## config.mk

```make
export PLATFORM = sky130hd
export DESIGN_NAME = reconf_trigger_ctrl
export DESIGN_NICKNAME = d
export VERILOG_FILES = /design/src/rtl/reconf_pkg.sv /design/src/rtl/reconf_err_sync.sv /design/src/rtl/reconf_seq.sv /design/src/rtl/reconf_pin_cond.sv /design/src/rtl/reconf_trigger_ctrl.sv
export SDC_FILE = /design/constraint.sdc
export NUM_CORES = 1
export LEC_CHECK = 0
export ABC_AREA = 1
export BUFFER_PORTS_ARGS = -buffer_cell sky130_fd_sc_hd__buf_2
export CORE_UTILIZATION = 30
export DETAILED_ROUTE_END_ITERATION = 10
export HOLD_SLACK_MARGIN = 0.05
export PLACE_DENSITY = 0.58
export SLEW_MARGIN = 40
export SYNTH_ARGS = -nofsm -noshare
export SYNTH_HDL_FRONTEND = slang
export SYNTH_SLANG_ARGS = --single-unit
```

## constraint.sdc

```tcl
create_clock -name clk -period 1.25 [get_ports clk]
set_clock_uncertainty 0.05 [all_clocks]
set_input_delay 0.125 -clock clk [delete_from_list [all_inputs] [get_ports clk]]
set_output_delay 0.125 -clock clk [all_outputs]
set_load 0.02 [all_outputs]
```

## src/rtl/reconf_pkg.sv

```systemverilog
package reconf_pkg;

    localparam int unsigned IMG_W             = 2;
    localparam int unsigned MIN_CLK_PERIOD_PS = 10000;
    localparam int unsigned SETTLE_MIN_PS     = 800000;
    localparam int unsigned SETTLE_MARGIN     = 2;
    localparam int unsigned MIN_PULSE_CYCLES  = 4;

    typedef enum logic [1:0] {
        ST_IDLE,
        ST_SETTLE,
        ST_ARM,
        ST_PULSE
    } seq_state_e;

    typedef struct packed {
        logic             valid;
        logic [IMG_W-1:0] image;
    } reconf_req_t;

    typedef struct packed {
        logic ena;
        logic cfg;
    } port_drive_t;

    function automatic int unsigned ceil_div(input int unsigned num, input int unsigned den);
        return (num + den - 1) / den;
    endfunction

    function automatic int unsigned max3(input int unsigned a, input int unsigned b,
                                         input int unsigned c);
        int unsigned m;
        m = (a > b) ? a : b;
        return (m > c) ? m : c;
    endfunction

endpackage

```

## src/rtl/reconf_err_sync.sv

```systemverilog
module reconf_err_sync
    import reconf_pkg::*;
(
    input  logic clk,
    input  logic rst,
    input  logic err_in,
    input  logic err_clear,
    output logic err_live,
    output logic err_flag
);

    logic meta_q;
    logic sync_q;
    logic flag_q;

    always_ff @(posedge clk) begin
        if (rst) begin
            meta_q <= 1'b0;
            sync_q <= 1'b0;
            flag_q <= 1'b0;
        end else begin
            meta_q <= err_in;
            sync_q <= meta_q;
            // a set from the synchronizer outranks a clear in the same cycle
            flag_q <= sync_q | (flag_q & ~err_clear);
        end
    end

    assign err_live = sync_q;
    assign err_flag = flag_q;

endmodule

```

## src/rtl/reconf_seq.sv

```systemverilog
module reconf_seq
    import reconf_pkg::*;
#(
    parameter int unsigned CLK_PERIOD_PS = 20000,
    parameter int unsigned ARM_CYCLES    = 2,
    parameter int unsigned PULSE_CYCLES  = 4
) (
    input  logic             clk,
    input  logic             rst,
    input  reconf_req_t      req,
    input  logic             abort,
    input  logic             err_block,
    output logic             busy,
    output logic [IMG_W-1:0] sel,
    output port_drive_t      drive
);

    localparam int unsigned SETTLE_CYC = ceil_div(SETTLE_MIN_PS, CLK_PERIOD_PS) + SETTLE_MARGIN;
    localparam int unsigned MAX_CNT    = max3(SETTLE_CYC, ARM_CYCLES, PULSE_CYCLES);
    localparam int unsigned CNT_W      = $clog2(MAX_CNT + 1);

    if (CLK_PERIOD_PS < MIN_CLK_PERIOD_PS) begin : g_clk_too_fast
        $error("reconf_seq: clock period below 10 ns exceeds the 100 MHz limit");
    end
    if (PULSE_CYCLES < MIN_PULSE_CYCLES) begin : g_pulse_too_short
        $error("reconf_seq: request pulse must last at least 4 cycles");
    end
    if (ARM_CYCLES < 1) begin : g_arm_too_short
        $error("reconf_seq: enable must lead the request by at least one cycle");
    end

    seq_state_e       state_q, state_n;
    logic [CNT_W-1:0] cnt_q, cnt_n;
    logic [IMG_W-1:0] sel_q;
    port_drive_t      drive_q, drive_n;
    logic             accept;

    assign accept = (state_q == ST_IDLE) && req.valid && !abort &&
                    (!err_block || (req.image == '0));

    always_comb begin
        state_n = state_q;
        cnt_n   = cnt_q;
        unique case (state_q)
            ST_IDLE: begin
                if (accept) begin
                    state_n = ST_SETTLE;
                    cnt_n   = CNT_W'(SETTLE_CYC - 1);
                end
            end
            ST_SETTLE: begin
                if (abort) begin
                    state_n = ST_IDLE;
                end else if (cnt_q == '0) begin
                    state_n = ST_ARM;
                    cnt_n   = CNT_W'(ARM_CYCLES - 1);
                end else begin
                    cnt_n = cnt_q - CNT_W'(1);
                end
            end
            ST_ARM: begin
                if (abort) begin
                    state_n = ST_IDLE;
                end else if (cnt_q == '0) begin
                    state_n = ST_PULSE;
                    cnt_n   = CNT_W'(PULSE_CYCLES - 1);
                end else begin
                    cnt_n = cnt_q - CNT_W'(1);
                end
            end
            ST_PULSE: begin
                if (cnt_q == '0) begin
                    state_n = ST_IDLE;
                end else begin
                    cnt_n = cnt_q - CNT_W'(1);
                end
            end
            default: state_n = ST_IDLE;
        endcase
        drive_n.ena = (state_n == ST_ARM) || (state_n == ST_PULSE);
        drive_n.cfg = (state_n == ST_PULSE);
    end

    always_ff @(posedge clk) begin
        if (rst) begin
            state_q <= ST_IDLE;
            cnt_q   <= '0;
            sel_q   <= '0;
            drive_q <= '0;
        end else begin
            state_q <= state_n;
            cnt_q   <= cnt_n;
            drive_q <= drive_n;
            if (accept) begin
                sel_q <= req.image;
            end
        end
    end

    assign busy  = (state_q != ST_IDLE);
    assign sel   = sel_q;
    assign drive = drive_q;

endmodule

```

## src/rtl/reconf_pin_cond.sv

```systemverilog
module reconf_pin_cond #(
    parameter int unsigned          PIN_W          = 3,
    parameter logic [PIN_W-1:0]     PIN_IDLE_LEVEL = 3'b101
) (
    input  logic             force_idle,
    input  logic [PIN_W-1:0] pin_user,
    output logic [PIN_W-1:0] pin_out
);

    for (genvar i = 0; i < PIN_W; i++) begin : g_pin
        assign pin_out[i] = force_idle ? PIN_IDLE_LEVEL[i] : pin_user[i];
    end

endmodule

```

## src/rtl/reconf_trigger_ctrl.sv

```systemverilog
module reconf_trigger_ctrl
    import reconf_pkg::*;
#(
    parameter int unsigned      CLK_PERIOD_PS  = 20000,
    parameter int unsigned      ARM_CYCLES     = 2,
    parameter int unsigned      PULSE_CYCLES   = 4,
    parameter int unsigned      PIN_W          = 3,
    parameter logic [PIN_W-1:0] PIN_IDLE_LEVEL = 3'b101
) (
    input  logic             clk,
    input  logic             rst,
    input  logic             req_valid,
    input  logic [1:0]       req_image,
    input  logic             abort,
    input  logic             err_clear,
    input  logic [PIN_W-1:0] pin_user,
    output logic [PIN_W-1:0] pin_out,
    output logic             busy,
    output logic [1:0]       cfg_sel,
    output logic             cfg_ena,
    output logic             cfg_config,
    input  logic             cfg_error_in,
    output logic             err_live,
    output logic             err_flag
);

    reconf_req_t  req;
    port_drive_t  drive;
    logic         busy_w;

    assign req.valid = req_valid;
    assign req.image = req_image;

    reconf_err_sync u_err (
        .clk       (clk),
        .rst       (rst),
        .err_in    (cfg_error_in),
        .err_clear (err_clear),
        .err_live  (err_live),
        .err_flag  (err_flag)
    );

    reconf_seq #(
        .CLK_PERIOD_PS (CLK_PERIOD_PS),
        .ARM_CYCLES    (ARM_CYCLES),
        .PULSE_CYCLES  (PULSE_CYCLES)
    ) u_seq (
        .clk       (clk),
        .rst       (rst),
        .req       (req),
        .abort     (abort),
        .err_block (err_flag),
        .busy      (busy_w),
        .sel       (cfg_sel),
        .drive     (drive)
    );

    reconf_pin_cond #(
        .PIN_W          (PIN_W),
        .PIN_IDLE_LEVEL (PIN_IDLE_LEVEL)
    ) u_pins (
        .force_idle (busy_w),
        .pin_user   (pin_user),
        .pin_out    (pin_out)
    );

    assign busy       = busy_w;
    assign cfg_ena    = drive.ena;
    assign cfg_config = drive.cfg;

endmodule

```

# [Word level (Yosys, flattened, before mapping)]
# Index checks and enable logic that the tools add are counted.
[word_totals] memories=0 latchBits=0 in_bits=11 ramBits=0 output_inout_bits=10 regBits=15 mem_bits_ro=0 elab_cells=50
[classes] bitwise_logic=3 div_mod_pow=0 shifts=0 mul=0 eq_ne=9 n_addsub=1 magnitude_cmp=0 n_mux=17 reduce_logical=12
[op_table] op="$mux 6" n=6
[op_table] op="$pmux 6 s4" n=1
[op_table] op="$mux 2" n=6
[op_table] op="$eq 2x2->1 const B" n=4
[op_table] op="$pmux 2 s4" n=1
[op_table] op="$logic_not 6->1" n=1
[op_table] op="$ne 2x2->1 const B" n=3
[op_table] op="$sub 6x1->6 const B" n=1
[op_table] op="$logic_not 2->1" n=2
[op_table] op="$reduce_and 4->1" n=1
[op_table] op="$logic_and 1x1->1" n=3
[op_table] op="$mux 1" n=3
[op_table] op="$eq 2x1->1 const B" n=1
[op_table] op="$logic_not 1->1" n=2
[op_table] op="$logic_or 1x1->1" n=2
[op_table] op="$ne 2x1->1 const B" n=1
[op_table] op="$reduce_bool 2->1" n=1
[op_table] op="$and 1x1->1" n=1
[op_table] op="$not 1->1" n=1
[op_table] op="$or 1x1->1" n=1

# [Longest topological paths before layout]
# Gate-level depths: netlist of the first run.
[depth] word_depth=8 depth_mapped=10 mapped_depth_nobuf=10

# [By module]
# A second synthesis of the first run with hierarchy kept.
[unflattened] hier_cells=123 hier_area_um2=808.3
[modules_own_cells] mod="reconf_seq" area_per_inst_um2=686.9 cells_each=105 seq_area_each_um2=220.2 instances=1
[modules_own_cells] mod="reconf_err_sync" area_per_inst_um2=95.1 cells_each=11 seq_area_each_um2=60.1 instances=1
[modules_own_cells] mod="reconf_pin_cond" area_per_inst_um2=26.3 cells_each=7 seq_area_each_um2=0.0 instances=1

# [Least setup slack after synthesis of the first run]
# OpenSTA, ideal clock, no wires.
[synth_timing] path_kind="register to register" startpoint="register u_seq.cnt_q[0]" endpoint="register u_seq.cnt_q[1]" n_path_buf=0 setup_slack_ps=-119 setup_ps=109 t_arrival_ps=1210 required_ps=1091 period_less_slack_ps=1369 stages_incl_launch_ff=10 path_cell_list="dfxtp_1 inv_1 ha_1 nand2_1 nor2_4 nand3_2 nand2_4 nand2_1 nand2_1 nor2_2"
[synth_between] elab_chain_cells=4 elab_cells_between_ends=10 cone_classes="1 x add/sub; 1 x eq/ne; 6 x mux; 2 x reduce/logical"
[synth_lines] element="start, declared" line_no="reconf_seq.sv:33" rtl="logic [CNT_W-1:0] cnt_q, cnt_n;"
[synth_lines] element="start signal, assigned" line_no="reconf_seq.sv:92" rtl="cnt_q <= cnt_n;"
[synth_lines] element="$sub 6x1->6 / $logic_not 6->1 (equally long branches)"
[synth_lines] element="$mux 6, on equally long branches" line_no="reconf_seq.sv:64, reconf_seq.sv:54"
[synth_lines] element="$mux 6, on equally long branches" line_no="reconf_seq.sv:62, reconf_seq.sv:52"
[synth_lines] element="$pmux 6 s4" line_no="reconf_seq.sv:44" rtl="unique case (state_q)"
# Parallel ways exist; a longest one is shown, timed or not. The select of a mux whose other input is x is not followed.
# A chain may end at the register's enable or synchronous reset.

# [Worst setup path after layout of the first run]
[layout_timing] startpoint="register u_seq.cnt_q[1]" endpoint="register u_seq.cnt_q[1]"
# The elaborated chain is that of the path after synthesis.

==> impl_metrics.json, run 1 <==
{
  "synth_simple_gate_area_frac": 0.474,
  "ys_seq_area_frac": 0.363,
  "worstMarginPinSlew_ps": 309,
  "finalCriticalPeriod_ps": 1320,
  "ys_top_cells_by_area": "dfxtp_1 36%, nand2_1 16%, nor2_1 9.5%",
  "synthMuxAreaShare": 0,
  "synth-adder-area-share": 0.0151,
  "dp_hpwl_um": 1560,
  "die_w_um": 54.5,
  "critPathMaxFanout": 8,
  "numPortBuffers": 20,
  "vias": 987,
  "clockBufferDepth": 2,
  "root_buffer": "clkbuf_4",
  "worstSetupPathType": "flop to flop",
  "grt_pass1_vias": 956,
  "cts_buffers": 3,
  "path_cells": "inv_2 -> ha_4 -> nand2_2 -> nor2_4 -> nand3_4 -> nand2_8 -> nand2_1 -> nand2_1 -> nor2_2",
  "syn_to_final_growth_pct": 65.0,
  "drc": 0,
  "drt_iter0_markers": 8,
  "netlist-cell-type-count": 17,
  "clk_pin_slew_ps": 100,
  "setup_viol": 11,
  "synth_cells": 127,
  "power_leakage_uw": 0.000709,
  "n_antenna_cell": 0,
  "crit_path_start_kind": "flop",
  "cp.arrival_ps": 1450,
  "relSlewSlack": 0.794,
  "cp.required_ps": 1390,
  "cp_top_family": "simple AND/OR/NAND/NOR gates",
  "wirelength_um": 2250,
  "maxCapViolations": 0,
  "syn-cell-area_um2": 828,
  "place.gp.congestion": 0.825,
  "via_per_inst": 4.61,
  "clock_sinks": 15,
  "postRouteAntennaNets": 0,
  "layout-drive-gt1-share": 0.473,
  "grt_use_total": 0.178,
  "end_kind": "flop",
  "synth_top_area_share": 0.363,
  "violations": "negative setup slack",
  "fin_nets": 197,
  "synth_top_family_by_area": "simple AND/OR/NAND/NOR gates",
  "p_per_area_nw_per_um2": 1000,
  "ios": 21,
  "row_count": 18,
  "cpPeakStageDelay_ps": 340,
  "detail_route.wl_per_cell_um": 10.5,
  "slowest_stage": "dfxtp_2",
  "grt_overflow": 0,
  "synthXorXnorAreaFrac": 0,
  "avgSynthCellArea_um2": 6.52,
  "final.setup.tns_ps": -428,
  "core-area_um2": 2540,
  "status": "complete, but fails checks",
  "rsz0062_at_grt": "yes",
  "timing.critical_path.buf_inv": 1,
  "synth_seq_cells": 15,
  "die_h_um": 54.5,
  "htreeDepth": 1,
  "drtPass1Iterations": 5,
  "dieArea_um2": 2980,
  "vdd_ir_drop_max_mv": 0.796,
  "synth_largest_area_cell": "dfxtp_1",
  "setup_ws_ps": -66.2,
  "power.total_uw": 1370,
  "hp-class": "primary input to flop",
  "antenna_found_initial": 0,
  "hold_violations": 0,
  "grt_max_degree": 10,
  "drv_slew": 0,
  "yosysWarnings": 0,
  "grt_pass1_wl_um": 3850,
  "cpMostUsedCell": "nand2_1",
  "fmax_mhz": 760,
  "synth-compound-area-share": 0.0665,
  "clock_latency_ps": 290,
  "post-route-period-util": 1.05,
  "start_util": 0.325,
  "syn-num-nets": 139,
  "cts_tree": "yes"
}
through the flow:
stage                     hold slack [ps]  instance area (um2)  setup slack [ps]  cells   util
after floorplan                       142                  848              4.90    127      -
after global placement                284                 1120             -73.4    195  0.441
after detailed placement              286                 1120             -59.0    195  0.441
after CTS                            8.12                 1340             -54.4    214  0.525
after global routing                  121                 1370              -185    214  0.537
final                                91.2                 1370             -66.2    214  0.537
Yosys cell counts, drive strengths merged:
library cell  instances
nand2                40
nor2                 25
inv                  18
dfxtp                15
nand3                12
a21oi                 8
o21ai                 3
nor3                  2
or2                   2
ha                    1
nand4                 1
path summary, 6_finish.rpt:
| path | startpoint | to | slack [ps] | cells after the start |
|---|---|---|---|---|
| worst max-delay path | u_seq.cnt_q[1]$_SDFFE_PP0P_ | u_seq.cnt_q[1]$_SDFFE_PP0P_ | -70 | 9 |
| worst min-delay path | err_clear | u_err.err_flag$_SDFF_PP0_ | 90 | 4 |
| worst max register to register | u_seq.cnt_q[1]$_SDFFE_PP0P_ | u_seq.cnt_q[1]$_SDFFE_PP0P_ | -70 | 9 |
| worst min register to register | u_seq.sel[0]$_SDFFE_PP0P_ | u_seq.sel[0]$_SDFFE_PP0P_ | 440 | 2 |
cells by family after synthesis:
kind of cell	count (synthesis)
and+or+nand+nor	82
adders and majority gates	1
AOI/OAI and AO/OA	11
DFF	15
buffers and inverters	18
placed cells by master, fill, tap and decap left out, types with 6 or more instances in the layout:
cell	count
buf_2	17
dfxtp_1	10
buf_6	6
buf_4	24
a21oi_1	7
inv_1	11
nor2_1	18
nand3_1	10
nand2_1	32
dlygate4sd3_1	6
inv_2	7
final cells by class:
class	instances	area, um2
sequential	15	307
tap	30	37.5
inverter	18	67.6
multi-input combinational	94	534
clock buffer	3	22.5
fill	246	1180
clock inverter	1	5.00
timing repair buffer	53	393
where the power goes:
part / internal, uW / switching (uW)
sequential: 510 / 22.4
clock: 119 / 175
combinational: 267 / 279
worst min-delay path, delay by kind of cell:
family	cells	cell delay, ps
simple gates	1	40
buf+inv	2	110
compound gates	1	120
sequential cells by signal, indices dropped and copies added (netlist names):
signal          count
u_err.err_flag      1
u_seq.cnt_q         6
u_seq.drive         2
u_seq.state_q       2
u_err.meta_q        1
u_seq.sel           2
u_err.err_live      1
layer usage:
| layer | track usage | up-vias | wire [um] |
|---|---|---|---|
| li1 | - | 511 | - |
| met1 | 0.206 | 458 | 976 |
| met2 | 0.325 | 16 | 1200 |
| met3 | 0.0333 | 2 | 57 |
| met4 | 0.0556 | 0 | 12 |
| met5 | 0 | - | 0 |
repair_timing:
item | 4_1_cts | 5_1_grt
pin swaps | 6 | 2
resized for setup | 22 | 10
hold endpoints to repair | 7 | 3
hold buffers | 7 | 1
setup endpoints to repair | 12 | 17
setup buffers | 8 | 1
Note: power is estimated with default switching activity, not from simulation.
==> inputs of run 2 (changes only) <==
- SYNTH_HIERARCHICAL: unset -> 1
==> run 2 against run 1 <==
  * The run still ends with negative setup slack left
  * Highest routed layer unchanged
  * Design area is 8.2% lower
  * Register-to-register slack about the same
  * Fmax grew 0.37%
  * Flip-flop and latch count fell by 1
  * Count of clock-buffer cells in the layout up 1
  * Area after synthesis fell by 2.4%
  * Setup slack better by 4.9 ps
  * Non-clock buffer count down 13
  * Core utilization shrank 3.9 points
  * Critical path type unchanged
==> impl_metrics.json, run 2 <==
{
  "status": "complete, but fails checks",
  "violations": "negative setup slack",
  "synthMuxAreaShare": 0,
  "vdd_ir_drop_max_mv": 0.743,
  "power_leakage_uw": 0.000646,
  "vias": 897,
  "synth_top_family_by_area": "simple AND/OR/NAND/NOR gates",
  "drc": 0,
  "synth-adder-area-share": 0.0155,
  "cpPeakStageDelay_ps": 330,
  "syn-cell-area_um2": 808,
  "cts_buffers": 3,
  "die_w_um": 53.9,
  "final.setup.tns_ps": -461,
  "core-area_um2": 2520,
  "crit_path_start_kind": "flop",
  "top_register": "u_seq/cnt_q",
  "antenna_found_initial": 0,
  "drt_iter0_markers": 13,
  "numPortBuffers": 20,
  "root_buffer": "clkbuf_4",
  "path_cells": "inv_2 -> ha_4 -> nand2_4 -> nor2_4 -> nand3_4 -> nand2_8 -> nand2_1 -> nand2_1 -> nor2_1",
  "ys_seq_area_frac": 0.347,
  "maxCapViolations": 0,
  "relSlewSlack": 0.826,
  "netlist-cell-type-count": 19,
  "r2r_slack_ps": -60,
  "synth_cells": 123,
  "die_h_um": 53.9,
  "grt_max_degree": 9,
  "worstMarginPinSlew_ps": 261,
  "synth-compound-area-share": 0.0805,
  "syn_to_final_growth_pct": 55.3,
  "cts_tree": "yes",
  "avgSynthCellArea_um2": 6.57,
  "ys_top_cells_by_count": "32 x nand2_1, 21 x inv_1, 15 x nor2_1, 14 x dfxtp_1, 11 x nand3_1",
  "worstSetupPathType": "flop to flop",
  "place.gp.congestion": 0.851,
  "setup_ws_ps": -61.3,
  "synth_top_area_share": 0.347,
  "final_common_cell": "nand2_1",
  "synth_seq_cells": 14,
  "timing.critical_path.buf_inv": 1,
  "whs_ps": 58.1,
  "yosysMostFrequentCell": "nand2_1",
  "grt_overflow": 0,
  "clock_latency_ps": 290,
  "row_count": 18,
  "postRouteAntennaNets": 0,
  "hold_depth": 3,
  "regToRegEndpoint": "u_seq/cnt_q[0]$_SDFFE_PP0P_",
  "clock_sinks": 14,
  "drtPass1Iterations": 5,
  "post-route-period-util": 1.05,
  "power.total_uw": 1310,
  "ff_latch_area_um2": 285,
  "rsz0062_at_grt": "yes",
  "cp_top_family": "simple AND/OR/NAND/NOR gates",
  "cp.required_ps": 1380,
  "grt_pass1_vias": 848,
  "layout-drive-gt1-share": 0.470,
  "reg2regPathDepth": 9,
  "end_kind": "flop",
  "syn-num-nets": 135,
  "r2r_start": "u_seq/cnt_q[0]$_SDFFE_PP0P_",
  "htreeDepth": 1,
  "wirelength_um": 2080,
  "clockBufferDepth": 2,
  "grt_use_total": 0.164,
  "critPathMaxFanout": 7,
  "setup_viol": 10,
  "hold_violations": 0,
  "worstHoldStart": "req_image[0]",
  "cpMostUsedCell": "nand2_1",
  "p_per_area_nw_per_um2": 1040,
  "largest_reg_flops": 6,
  "synth_simple_gate_area_frac": 0.437,
  "ios": 21,
  "ys_top_cells_by_area": "dfxtp_1 35%, nand2_1 15%, inv_1 9.8%",
  "slowest_stage": "dfxtp_2",
  "detail_route.wl_per_cell_um": 10.6,
  "synth_largest_area_cell": "dfxtp_1",
  "final_cell_mix": "24 x nand2_1, 16 x buf_2, 16 x buf_4, 16 x inv_1, 14 x nor2_1",
  "cp.arrival_ps": 1450,
  "start_util": 0.320,
  "dp_hpwl_um": 1500,
  "hp-class": "primary input to flop",
  "drv_slew": 0,
  "synth-main-ff-cell": "dfxtp_1",
  "grt_pass1_wl_um": 3410,
  "clk_pin_slew_ps": 80,
  "finalCriticalPeriod_ps": 1310,
  "multi_input_area_um2": 514,
  "via_per_inst": 4.58,
  "ys_async_sr_fraction": 0,
  "dieArea_um2": 2910,
  "fin_nets": 179,
  "fmax_mhz": 763,
  "synthXorXnorAreaFrac": 0,
  "yosysWarnings": 6,
  "fillCellCount": 250,
  "synth_edf_count": 0,
  "n_antenna_cell": 0,
  "min_to": "u_seq/sel[0]$_SDFFE_PP0P_"
}
[run 2: cell types whose count changed after synthesis, moves of 2 or more]
| cell | delta |
|---|---|
| a21oi_1 | -3 |
| nor3_1 | -2 |
| nand2_2 | +2 |
| or2_2 | -2 |
| nand2_1 | -4 |
| nor2_2 | +2 |
| nor2_1 | -6 |
| inv_1 | +6 |
[run 2: where the power goes]
part | leakage (uW) | internal, uW | total, uW | switching, uW
Combinational | 0.000509 | 212 | 474 | 262
Clock | 0.0000210 | 177 | 337 | 159
Sequential | 0.000117 | 475 | 498 | 23.1
[run 2: layer usage]
metal / vias up / GRT usage / share of wire
li1: 464 / - / -
met1: 414 / 0.171 / 0.41
met2: 15 / 0.305 / 0.55
met3: 4 / 0.0198 / 0.023
met4: 0 / 0.105 / 0.016
met5: - / 0 / 0
[run 2: worst max path at each step]
stage | depth (start not counted) | endpoint | startpoint | slack, ps
finish | 9 | u_seq/cnt_q[0]$_SDFFE_PP0P_ | u_seq/cnt_q[0]$_SDFFE_PP0P_ | -60
detailed placement | 9 | u_seq/cnt_q[1]$_SDFFE_PP0P_ | u_seq/cnt_q[1]$_SDFFE_PP0P_ | -60
CTS | 6 | pin_out[0] | u_seq/state_q[1]$_SDFF_PP0_ | -50
global placement | 10 | u_seq/cnt_q[4]$_SDFFE_PP0P_ | u_seq/cnt_q[1]$_SDFFE_PP0P_ | -5
global route | 9 | u_seq/cnt_q[4]$_SDFFE_PP0P_ | u_seq/cnt_q[3]$_SDFFE_PP0P_ | -160
floorplan | 9 | u_seq/cnt_q[1]$_SDFFE_PP0P_ | u_seq/cnt_q[0]$_SDFFE_PP0P_ | 6
[run 2: what timing repair did]
action                                 4_1_cts  5_1_grt
buffers inserted                             6        2
gates resized for setup                     21       12
hold buffers                                 3        0
endpoints found under the hold margin        4        0
setup endpoints to repair                   11       13
pin swaps                                   13       11
[run 2: layout make-up]
class                   instances  share of cell area
clock buffers                   4              0.0289
inverters                      24              0.0758
multi-input cells              84               0.410
flip-flops and latches         14               0.227
well taps                      30              0.0299
repair buffers                 40               0.228
[run 2: per-stage QoR]
stage,instances,setup WS (ps),util,instance area [um2]
3_5_place_dp,181,-60.3,0.410,1030
3_3_place_gp,181,-4.94,0.410,1030
6_report,196,-61.3,0.498,1250
4_1_cts,194,-46.0,0.475,1200
2_1_floorplan,123,6.33,-,836
5_1_grt,196,-158,0.498,1250
[run 2: cell families after synthesis]
logic type / after synthesis
compound gates: 10
fa+ha+maj: 1
buf+inv: 25
flops: 14
simple gates: 73
[run 2: worst reg2reg max path, stage by stage (launching register included)]
cell     delay [ps]
dfxtp_2         330
inv_2            70
ha_4            170
nand2_4          60
nor2_4          150
nand3_4         130
nand2_8         110
nand2_1          60
nand2_1          50
nor2_1           40
==> inputs of run 3 (changes only) <==
- RECOVER_POWER: unset -> 100
==> run 3 against run 2 <==
  * The flow still finishes with violations (negative setup slack)
  * Register-to-register slack is essentially flat
  * Highest routed layer unchanged
  * Cell count stayed put
  * Fmax about the same
  * Via count increased by 0.67%
  * Global-route usage unchanged
  * Largest power group unchanged
  * Setup slack about the same
  * First-iteration DRC count fell by 38%
  * Critical path type unchanged
==> impl_metrics.json, run 3 (synthesized netlist as in run 2, its figures left out) <==
{
  "cp.required_ps": 1380,
  "drc": 0,
  "fin_nets": 179,
  "cts_buffers": 3,
  "setup_viol": 10,
  "die_w_um": 53.9,
  "via_per_inst": 4.61,
  "layout-drive-gt1-share": 0.440,
  "hold_violations": 0,
  "grt_use_total": 0.164,
  "finalCriticalPeriod_ps": 1310,
  "violations": "negative setup slack",
  "grt_max_degree": 9,
  "end_kind": "flop",
  "worstMarginPinSlew_ps": 265,
  "root_buffer": "clkbuf_4",
  "final_common_cell": "nand2_1",
  "critPathMaxFanout": 7,
  "dp_hpwl_um": 1500,
  "cp_top_family": "simple AND/OR/NAND/NOR gates",
  "grt_pass1_vias": 848,
  "post-route-period-util": 1.05,
  "vias": 903,
  "clock_latency_ps": 280,
  "fillCellCount": 253,
  "dp.cells": 181,
  "ios": 21,
  "top_register": "u_seq/cnt_q",
  "cpPeakStageDelay_ps": 330,
  "row_count": 18,
  "worstSetupPathType": "flop to flop",
  "cpMostUsedCell": "nand2_1",
  "syn_to_final_growth_pct": 54.5,
  "postRouteAntennaNets": 0,
  "clockBufferDepth": 2,
  "grt_overflow": 0,
  "final_cell_mix": "24 x nand2_1, 16 x buf_4, 16 x inv_1, 14 x nor2_1",
  "drtPass1Iterations": 4,
  "start_util": 0.320,
  "slowest_stage": "dfxtp_2",
  "grt_pass1_wl_um": 3410,
  "n_antenna_cell": 0,
  "die_h_um": 53.9,
  "drv_slew": 0,
  "drt_iter0_markers": 8,
  "place.gp.congestion": 0.851,
  "hp-class": "primary input to flop",
  "core-area_um2": 2520,
  "rsz0062_at_grt": "yes",
  "stdcell_count": 196,
  "largest_reg_flops": 6,
  "htreeDepth": 1,
  "cp.arrival_ps": 1450,
  "detail_route.wl_per_cell_um": 10.6,
  "path_cells": "inv_2 -> ha_4 -> nand2_4 -> nor2_4 -> nand3_4 -> nand2_8 -> nand2_1 -> nand2_1 -> nor2_1",
  "p_per_area_nw_per_um2": 1040,
  "timing.critical_path.buf_inv": 1,
  "wirelength_um": 2070,
  "maxCapViolations": 0,
  "status": "complete, but fails checks",
  "dieArea_um2": 2910,
  "numPortBuffers": 20,
  "crit_path_start_kind": "flop",
  "cts_tree": "yes",
  "clk_pin_slew_ps": 80,
  "clock_sinks": 14,
  "vdd_ir_drop_max_mv": 0.743,
  "setup_ws_ps": -61.4,
  "power_leakage_uw": 0.000625,
  "relSlewSlack": 0.823,
  "antenna_found_initial": 0,
  "pre_cts_ws_ps": -60.3,
  "fmax_mhz": 763
}
-- run 3: cell count changes in the layout (fill, tap and decap cells not counted) --
cell / previous run / this run
clkbuf_2: 0 / 1
buf_2: 16 / 10
clkbuf_1: 0 / 5
-- run 3: worst paths after layout --
check                                                 start                     endpoint  slack [ps]  cells past startpoint
worst max-delay path            u_seq/cnt_q[0]$_SDFFE_PP0P_  u_seq/cnt_q[0]$_SDFFE_PP0P_         -60                      9
worst min-delay path                           req_image[0]    u_seq/sel[0]$_SDFFE_PP0P_          60                      3
worst max register to register  u_seq/cnt_q[0]$_SDFFE_PP0P_  u_seq/cnt_q[0]$_SDFFE_PP0P_         -60                      9
worst min register to register      u_err/meta_q$_SDFF_PP0_    u_err/err_live$_SDFF_PP0_         360                      2
-- run 3: power by group --
group	leakage, uW	switching [uW]	internal (uW)
logic	0.000487	261	210
clock network	0.0000210	157	177
registers	0.000117	23.3	475
-- run 3: layer usage --
layer,wire length [um],GRT usage
met5,0,0
met4,34,0.105
met3,71,0.0198
met2,1140,0.305
met1,824,0.171
-- run 3: what timing repair did --
item                                   4_1_cts  5_1_grt
endpoints found under the hold margin        4        0
gates resized for setup                     21       12
pin swaps                                   13       11
buffers inserted                             6        2
setup endpoints to repair                   11       13
hold buffers                                 3        0
-- run 3: tightest hold or removal path, delay by kind of cell --
kind	cells	cell delay (ps)
buffers and inverters	1	80
AO/OA/AOI/OAI	1	80
AND/OR/NAND/NOR	1	80
-- run 3: cell type report --
cell class	instances	area, um2	area share
Clock buffer	4	36.3	0.0291
Inverter	24	95.1	0.0762
Multi-Input combinational cell	84	514	0.412
Sequential cell	14	285	0.228
Tap cell	30	37.5	0.0301
Timing Repair Buffer	40	280	0.224
-- run 3: per-stage QoR --
stage / hold slack (ps) / cell area [um2] / setup TNS (ps) / util / total power, uW
3_3_place_gp: 283 / 1030 / -5.56 / 0.410 / 866
2_1_floorplan: 137 / 836 / 0 / - / 758
4_1_cts: 64.6 / 1200 / -314 / 0.475 / 1260
5_1_grt: 92.4 / 1250 / -1220 / 0.495 / 1380
6_report: 58.1 / 1250 / -466 / 0.495 / 1300
3_5_place_dp: 284 / 1030 / -268 / 0.410 / 876
